==> src/rtl/mirr_pkg.sv <==
package mirr_pkg;
  localparam int MODE_W = 2;

  typedef enum logic [MODE_W-1:0] {
    MIR_ONE_LO = 2'b00,
    MIR_ONE_HI = 2'b01,
    MIR_VERT   = 2'b10,
    MIR_HORZ   = 2'b11
  } mir_mode_e;
endpackage

==> src/rtl/mirr_rst_sync.sv <==
module mirr_rst_sync #(
  parameter int STAGES = 2
) (
  input  logic clk,
  input  logic rst_n,
  output logic rst_sync_n
);
  logic [STAGES-1:0] pipe_q;
  logic [STAGES-1:0] pipe_d;

  always_comb begin
    pipe_d = {pipe_q[STAGES-2:0], 1'b1};
  end

  always_ff @(posedge clk or negedge rst_n) begin
    if (!rst_n) pipe_q <= '0;
    else        pipe_q <= pipe_d;
  end

  assign rst_sync_n = pipe_q[STAGES-1];
endmodule

==> src/rtl/mirr_bus_sampler.sv <==
module mirr_bus_sampler #(
  parameter int                SYNC_STAGES = 2,
  parameter int                ADDR_W      = 15,
  parameter int                DATA_W      = 8,
  parameter logic [ADDR_W-1:0] REG_MASK    = '0,
  parameter logic [ADDR_W-1:0] REG_MATCH   = '0
) (
  input  logic              clk,
  input  logic              rst_n,
  input  logic              cpu_m2,
  input  logic              cpu_rw,
  input  logic              cpu_hi_sel_n,
  input  logic [ADDR_W-1:0] cpu_addr,
  input  logic [DATA_W-1:0] cpu_data,
  output logic              wr_stb,
  output logic [DATA_W-1:0] wr_data
);
  localparam int BUS_W  = 3 + ADDR_W + DATA_W;
  localparam int PHI_B  = BUS_W - 1;
  localparam int RW_B   = BUS_W - 2;
  localparam int SEL_B  = BUS_W - 3;
  localparam logic [BUS_W-1:0] BUS_IDLE = {1'b0, 1'b1, 1'b1, {ADDR_W{1'b0}}, {DATA_W{1'b0}}};

  logic [BUS_W-1:0] bus_in;
  logic [BUS_W-1:0] chain_q [SYNC_STAGES];
  logic [BUS_W-1:0] chain_d [SYNC_STAGES];

  assign bus_in = {cpu_m2, cpu_rw, cpu_hi_sel_n, cpu_addr, cpu_data};

  // Whole bus travels through the same stages so phase, strobes and data stay aligned.
  for (genvar g = 0; g < SYNC_STAGES; g++) begin : g_stage
    if (g == 0) begin : g_head
      assign chain_d[g] = bus_in;
    end else begin : g_tail
      assign chain_d[g] = chain_q[g-1];
    end

    always_ff @(posedge clk or negedge rst_n) begin
      if (!rst_n) chain_q[g] <= BUS_IDLE;
      else        chain_q[g] <= chain_d[g];
    end
  end

  logic [BUS_W-1:0]  dly;
  logic              d_phi;
  logic              d_rw;
  logic              d_sel_n;
  logic [ADDR_W-1:0] d_addr;
  logic [DATA_W-1:0] d_data;
  logic              addr_hit;

  assign dly     = chain_q[SYNC_STAGES-1];
  assign d_phi   = dly[PHI_B];
  assign d_rw    = dly[RW_B];
  assign d_sel_n = dly[SEL_B];
  assign d_addr  = dly[DATA_W +: ADDR_W];
  assign d_data  = dly[DATA_W-1:0];
  assign addr_hit = ((d_addr & REG_MASK) == REG_MATCH);

  logic              phi_prev_q, phi_prev_d;
  logic              hit_q, hit_d;
  logic [DATA_W-1:0] data_q, data_d;
  logic              cap_en;

  assign cap_en = d_phi;

  always_comb begin
    phi_prev_d = d_phi;
    hit_d      = hit_q;
    data_d     = data_q;
    if (cap_en) begin
      hit_d  = !d_rw && !d_sel_n && addr_hit;
      data_d = d_data;
    end
  end

  always_ff @(posedge clk or negedge rst_n) begin
    if (!rst_n) begin
      phi_prev_q <= 1'b0;
      hit_q      <= 1'b0;
      data_q     <= '0;
    end else begin
      phi_prev_q <= phi_prev_d;
      hit_q      <= hit_d;
      data_q     <= data_d;
    end
  end

  assign wr_stb  = phi_prev_q && !d_phi && hit_q;
  assign wr_data = data_q;
endmodule

==> src/rtl/mirr_mode_reg.sv <==
module mirr_mode_reg
  import mirr_pkg::*;
#(
  parameter int DATA_W = 8
) (
  input  logic              clk,
  input  logic              rst_n,
  input  logic              wr_stb,
  input  logic [DATA_W-1:0] wr_data,
  output mir_mode_e         mode
);
  localparam int MODE_LSB = 0;

  mir_mode_e mode_q, mode_d;
  logic      unused_hi_bits;

  assign unused_hi_bits = ^wr_data[DATA_W-1:MODE_LSB+MODE_W];

  always_comb begin
    mode_d = mode_q;
    if (wr_stb) mode_d = mir_mode_e'(wr_data[MODE_LSB +: MODE_W]);
  end

  always_ff @(posedge clk or negedge rst_n) begin
    if (!rst_n) mode_q <= MIR_ONE_LO;
    else        mode_q <= mode_d;
  end

  assign mode = mode_q;
endmodule

==> src/rtl/mirr_nt_map.sv <==
module mirr_nt_map
  import mirr_pkg::*;
#(
  parameter int VID_AW      = 14,
  parameter int NT_BANK_BIT = 10
) (
  input  mir_mode_e         mode,
  input  logic [VID_AW-1:0] vid_addr,
  output logic              vram_bank,
  output logic              vram_ce_n
);
  localparam int VERT_BIT = NT_BANK_BIT;
  localparam int HORZ_BIT = NT_BANK_BIT + 1;
  localparam int CE_BIT   = VID_AW - 1;

  always_comb begin
    unique case (mode)
      MIR_ONE_LO: vram_bank = 1'b0;
      MIR_ONE_HI: vram_bank = 1'b1;
      MIR_VERT:   vram_bank = vid_addr[VERT_BIT];
      MIR_HORZ:   vram_bank = vid_addr[HORZ_BIT];
      default:    vram_bank = 1'b0;
    endcase
  end

  assign vram_ce_n = ~vid_addr[CE_BIT];
endmodule

==> src/rtl/mirr_ctrl_top.sv <==
module mirr_ctrl_top
  import mirr_pkg::*;
#(
  parameter int                SYNC_STAGES = 2,
  parameter int                RST_STAGES  = 2,
  parameter int                ADDR_W      = 15,
  parameter int                DATA_W      = 8,
  parameter int                VID_AW      = 14,
  parameter logic [ADDR_W-1:0] REG_MASK    = '0,
  parameter logic [ADDR_W-1:0] REG_MATCH   = '0
) (
  input  logic              clk,
  input  logic              rst_n,
  input  logic              cpu_m2,
  input  logic              cpu_rw,
  input  logic              cpu_hi_sel_n,
  input  logic [ADDR_W-1:0] cpu_addr,
  input  logic [DATA_W-1:0] cpu_data,
  input  logic [VID_AW-1:0] vid_addr,
  output logic              vram_bank,
  output logic              vram_ce_n
);
  logic              rst_sync_n;
  logic              wr_stb;
  logic [DATA_W-1:0] wr_data;
  mir_mode_e         mode_q;

  mirr_rst_sync #(.STAGES(RST_STAGES)) u_rst (
    .clk        (clk),
    .rst_n      (rst_n),
    .rst_sync_n (rst_sync_n)
  );

  mirr_bus_sampler #(
    .SYNC_STAGES (SYNC_STAGES),
    .ADDR_W      (ADDR_W),
    .DATA_W      (DATA_W),
    .REG_MASK    (REG_MASK),
    .REG_MATCH   (REG_MATCH)
  ) u_bus (
    .clk          (clk),
    .rst_n        (rst_sync_n),
    .cpu_m2       (cpu_m2),
    .cpu_rw       (cpu_rw),
    .cpu_hi_sel_n (cpu_hi_sel_n),
    .cpu_addr     (cpu_addr),
    .cpu_data     (cpu_data),
    .wr_stb       (wr_stb),
    .wr_data      (wr_data)
  );

  mirr_mode_reg #(.DATA_W(DATA_W)) u_reg (
    .clk     (clk),
    .rst_n   (rst_sync_n),
    .wr_stb  (wr_stb),
    .wr_data (wr_data),
    .mode    (mode_q)
  );

  mirr_nt_map #(.VID_AW(VID_AW)) u_map (
    .mode      (mode_q),
    .vid_addr  (vid_addr),
    .vram_bank (vram_bank),
    .vram_ce_n (vram_ce_n)
  );
endmodule

==> config.mk <==
export PLATFORM = sky130hd
export DESIGN_NAME = mirr_ctrl_top
export DESIGN_NICKNAME = d
export VERILOG_FILES = /design/src/rtl/mirr_pkg.sv /design/src/rtl/mirr_rst_sync.sv /design/src/rtl/mirr_bus_sampler.sv /design/src/rtl/mirr_mode_reg.sv /design/src/rtl/mirr_nt_map.sv /design/src/rtl/mirr_ctrl_top.sv
export SDC_FILE = /design/constraint.sdc
export NUM_CORES = 1
export LEC_CHECK = 0
export BUFFER_PORTS_ARGS = -buffer_cell sky130_fd_sc_hd__buf_2
export CORE_MARGIN = 2
export CORE_UTILIZATION = 51
export CTS_CLUSTER_SIZE = 8
export DETAILED_ROUTE_END_ITERATION = 10
export PLACE_DENSITY_LB_ADDON = 0.1
export SYNTH_ARGS = -nofsm -noshare
export SYNTH_HDL_FRONTEND = slang
export SYNTH_HIERARCHICAL = 1
export SYNTH_SLANG_ARGS = --single-unit
==> constraint.sdc <==
create_clock -name clk -period 3.11 [get_ports clk]
set_input_delay 0.622 -clock clk [delete_from_list [all_inputs] [get_ports clk]]
set_output_delay 0.622 -clock clk [all_outputs]
set_load 0.02 [all_outputs]
==> summary.md <==
| Metric | Value |
|---|---|
| Antenna Cells | `0` |
| Pwr Total | `0.449 mW` |
| Post-route setup slack | `1.42 ns` |
| Final hold viol count | `0` |
| Hold Path Class | `input pin to asynchronous set/reset pin` |
| Total grt overflow | `0` |
| Achievable Freq | `592 MHz` |
| Fillcell total | `87` |
| Largest net degree at the start of global routing | `17` |
| CTS sink count | `18` |
| Final #Nets | `88` |
| Non-Filler Instances | `59` |
| Mean post-synth cell area | `18.4 µm²` |
| Pint | `0.351 mW` |
| Slew HR | `61.3%` |
| Final WL | `673 µm` |
| Worst Path Arrival | `1.07 ns` |
| Fin crit period | `1.69 ns` |
| CTS HTree Levels | `1` |
| Core footprint | `1080 µm²` |
| Num CTS Buffers | `3` |
| I/O pin count | `44` |
| Maximum clock path buffer count | `2` |
| Fin area | `668 µm²` |
| Postcts setup bufs | `0` |
| Power density over cell area | `672 nW/µm²` |
| Die ar. | `1400 µm²` |
| GRT Total Usage | `12.4%` |
| Final core utilization | `61.8%` |
| Layout overhead on the synthesized area | `17.1%` |
| Area post-placement | `632 µm²` |
| Die Wd | `37.4 µm` |
| Clock Latency Late Sink | `0.28 ns` |
| DR vias/cell | `4.49` |
| 1st-iter DRT viols | `1` |
| Crit. End Element | `output port` |
| Drt pass-1 iters | `2` |
| Warnings, synthesis | `6` |
| Dpl ws | `1.42 ns` |
| Initial Utilization | `52.8%` |
| Resized Gates After CTS | `0` |
| DRC | `0` |
| Number of global-route vias before repair | `278` |
| RSZ-0062 raised after global routing | `no` |
| Tcrit/Tclk final | `54.3%` |
| Setup_tns | `0 ns` |
| CTS tree | `built` |
| Clock slew at reported path FFs | `0.09 ns` |
| Setup CP Type | `input pin to output port` |
| Setup violations, final | `0` |
| CP Data Required Time | `2.49 ns` |
| DR WL/cell | `11.4 µm` |
| Placed Cells | `55` |
| CP Launch Type | `input pin` |
| Sw Ratio | `21.7%` |
| WHS | `0.106 ns` |
| Clk pwr share | `30.4%` |
| Reg area | `455 µm²` |
| Std-Cell Rows | `12` |
| Multi-input logic area | `96.3 µm²` |
| Worst IR drop on VDD | `0.356 mV` |
| ANT nets after route | `0` |
| Slew Viols, Final | `0` |
| Die height | `37.4 µm` |
| IO Port Bufs | `11` |
| Hold_buf cts | `0` |
| Crit path max fanout | `1` |
| First-pass GRT wire length | `1120 µm` |
| Post-synthesis cell count | `31` |
| Switching pwr | `0.0976 mW` |
| Mapped Nets | `73` |
| Skew final | `0.00558 ns` |
| Mapped cell area | `571 µm²` |
| Worst-margin pin slew | `0.580 ns` |
| Sequential fraction of design power | `60.4%` |
| Initial antenna violation count | `0` |
| DP HPWL | `514 µm` |
| Via Count | `265` |
| Leak | `0.329 nW` |
| Comb pwr share | `9.1%` |
| GPL Wtd Cong | `0.649` |
| Status | `finished clean` |
| Max cap viols | `0` |
| Layout cells sized above 1 | `55.6%` |
| Clock Tree Root | `clkbuf_4` |
final cells by class:
cell class / count / area share [%]
Clock buffer: 4 / 5.43
Inverter: 2 / 1.12
Multi-Input combinational cell: 10 / 14.4
Sequential cell: 18 / 68.2
Tap cell: 14 / 2.62
Timing Repair Buffer: 11 / 8.24
power by group through the flow:
stage                     Clock [mW]  Combinational [mW]  Sequential, mW
final                          0.137              0.0410           0.271
after global routing           0.156              0.0443           0.275
after CTS                      0.141              0.0418           0.273
after detailed placement           0              0.0416           0.277
after global placement             0              0.0398           0.274
after floorplan                    0              0.0308           0.272
sequential cells by signal (all words and copies together), names as in the netlist:
register and cells:
u_bus/phi_prev_q 1, u_rst/pipe_q 2, u_bus/chain_d 5, u_bus/wr_data 2, u_bus/hit_q 1, u_reg/mode 2
u_bus/dly 5
path summary, 6_finish.rpt:
path / start / to / depth (start not counted) / slack [ns]
max reg2reg: u_bus/dly[25] / u_reg/mode[1] / 2 / 1.94
min in group clk: u_bus/chain_d[25] / u_bus/dly[25] / 0 / 0.36
min reg2reg: u_rst/pipe_q[1] / u_bus/dly[0] / 0 / 0.24
max in group asynchronous: u_rst/pipe_q[1] / u_bus/chain_d[23] / 0 / 2.49
max: vid_addr[10] / vram_bank / 4 / 1.42
min: rst_n / u_rst/pipe_q[0] / 1 / 0.11
layer usage:
metal / vias up / GRT usage, % / wire (µm)
met3: 0 / 1.79 / 31
met5: - / 0 / 0
li1: 127 / - / -
met4: 0 / 10.7 / 0
met2: 10 / 20.6 / 374
met1: 128 / 13.8 / 266
cells in the final DEF (no fill, tap or decap):
cell type and count:
a21oi_1 1, a31oi_1 1, and3b_2 1, buf_2 11, clkbuf_4 3, clkbuf_8 1, conb_1 1, dfrtp_1 14
dfstp_2 4, inv_1 2, mux2_2 2, mux2_4 3, nor2_1 1
worst max-delay path, stage by stage:
cell and delay, ns:
buf_2 0.10, a21oi_1 0.14, a31oi_1 0.05, buf_2 0.16
Note: power is estimated with default switching activity, not from simulation.
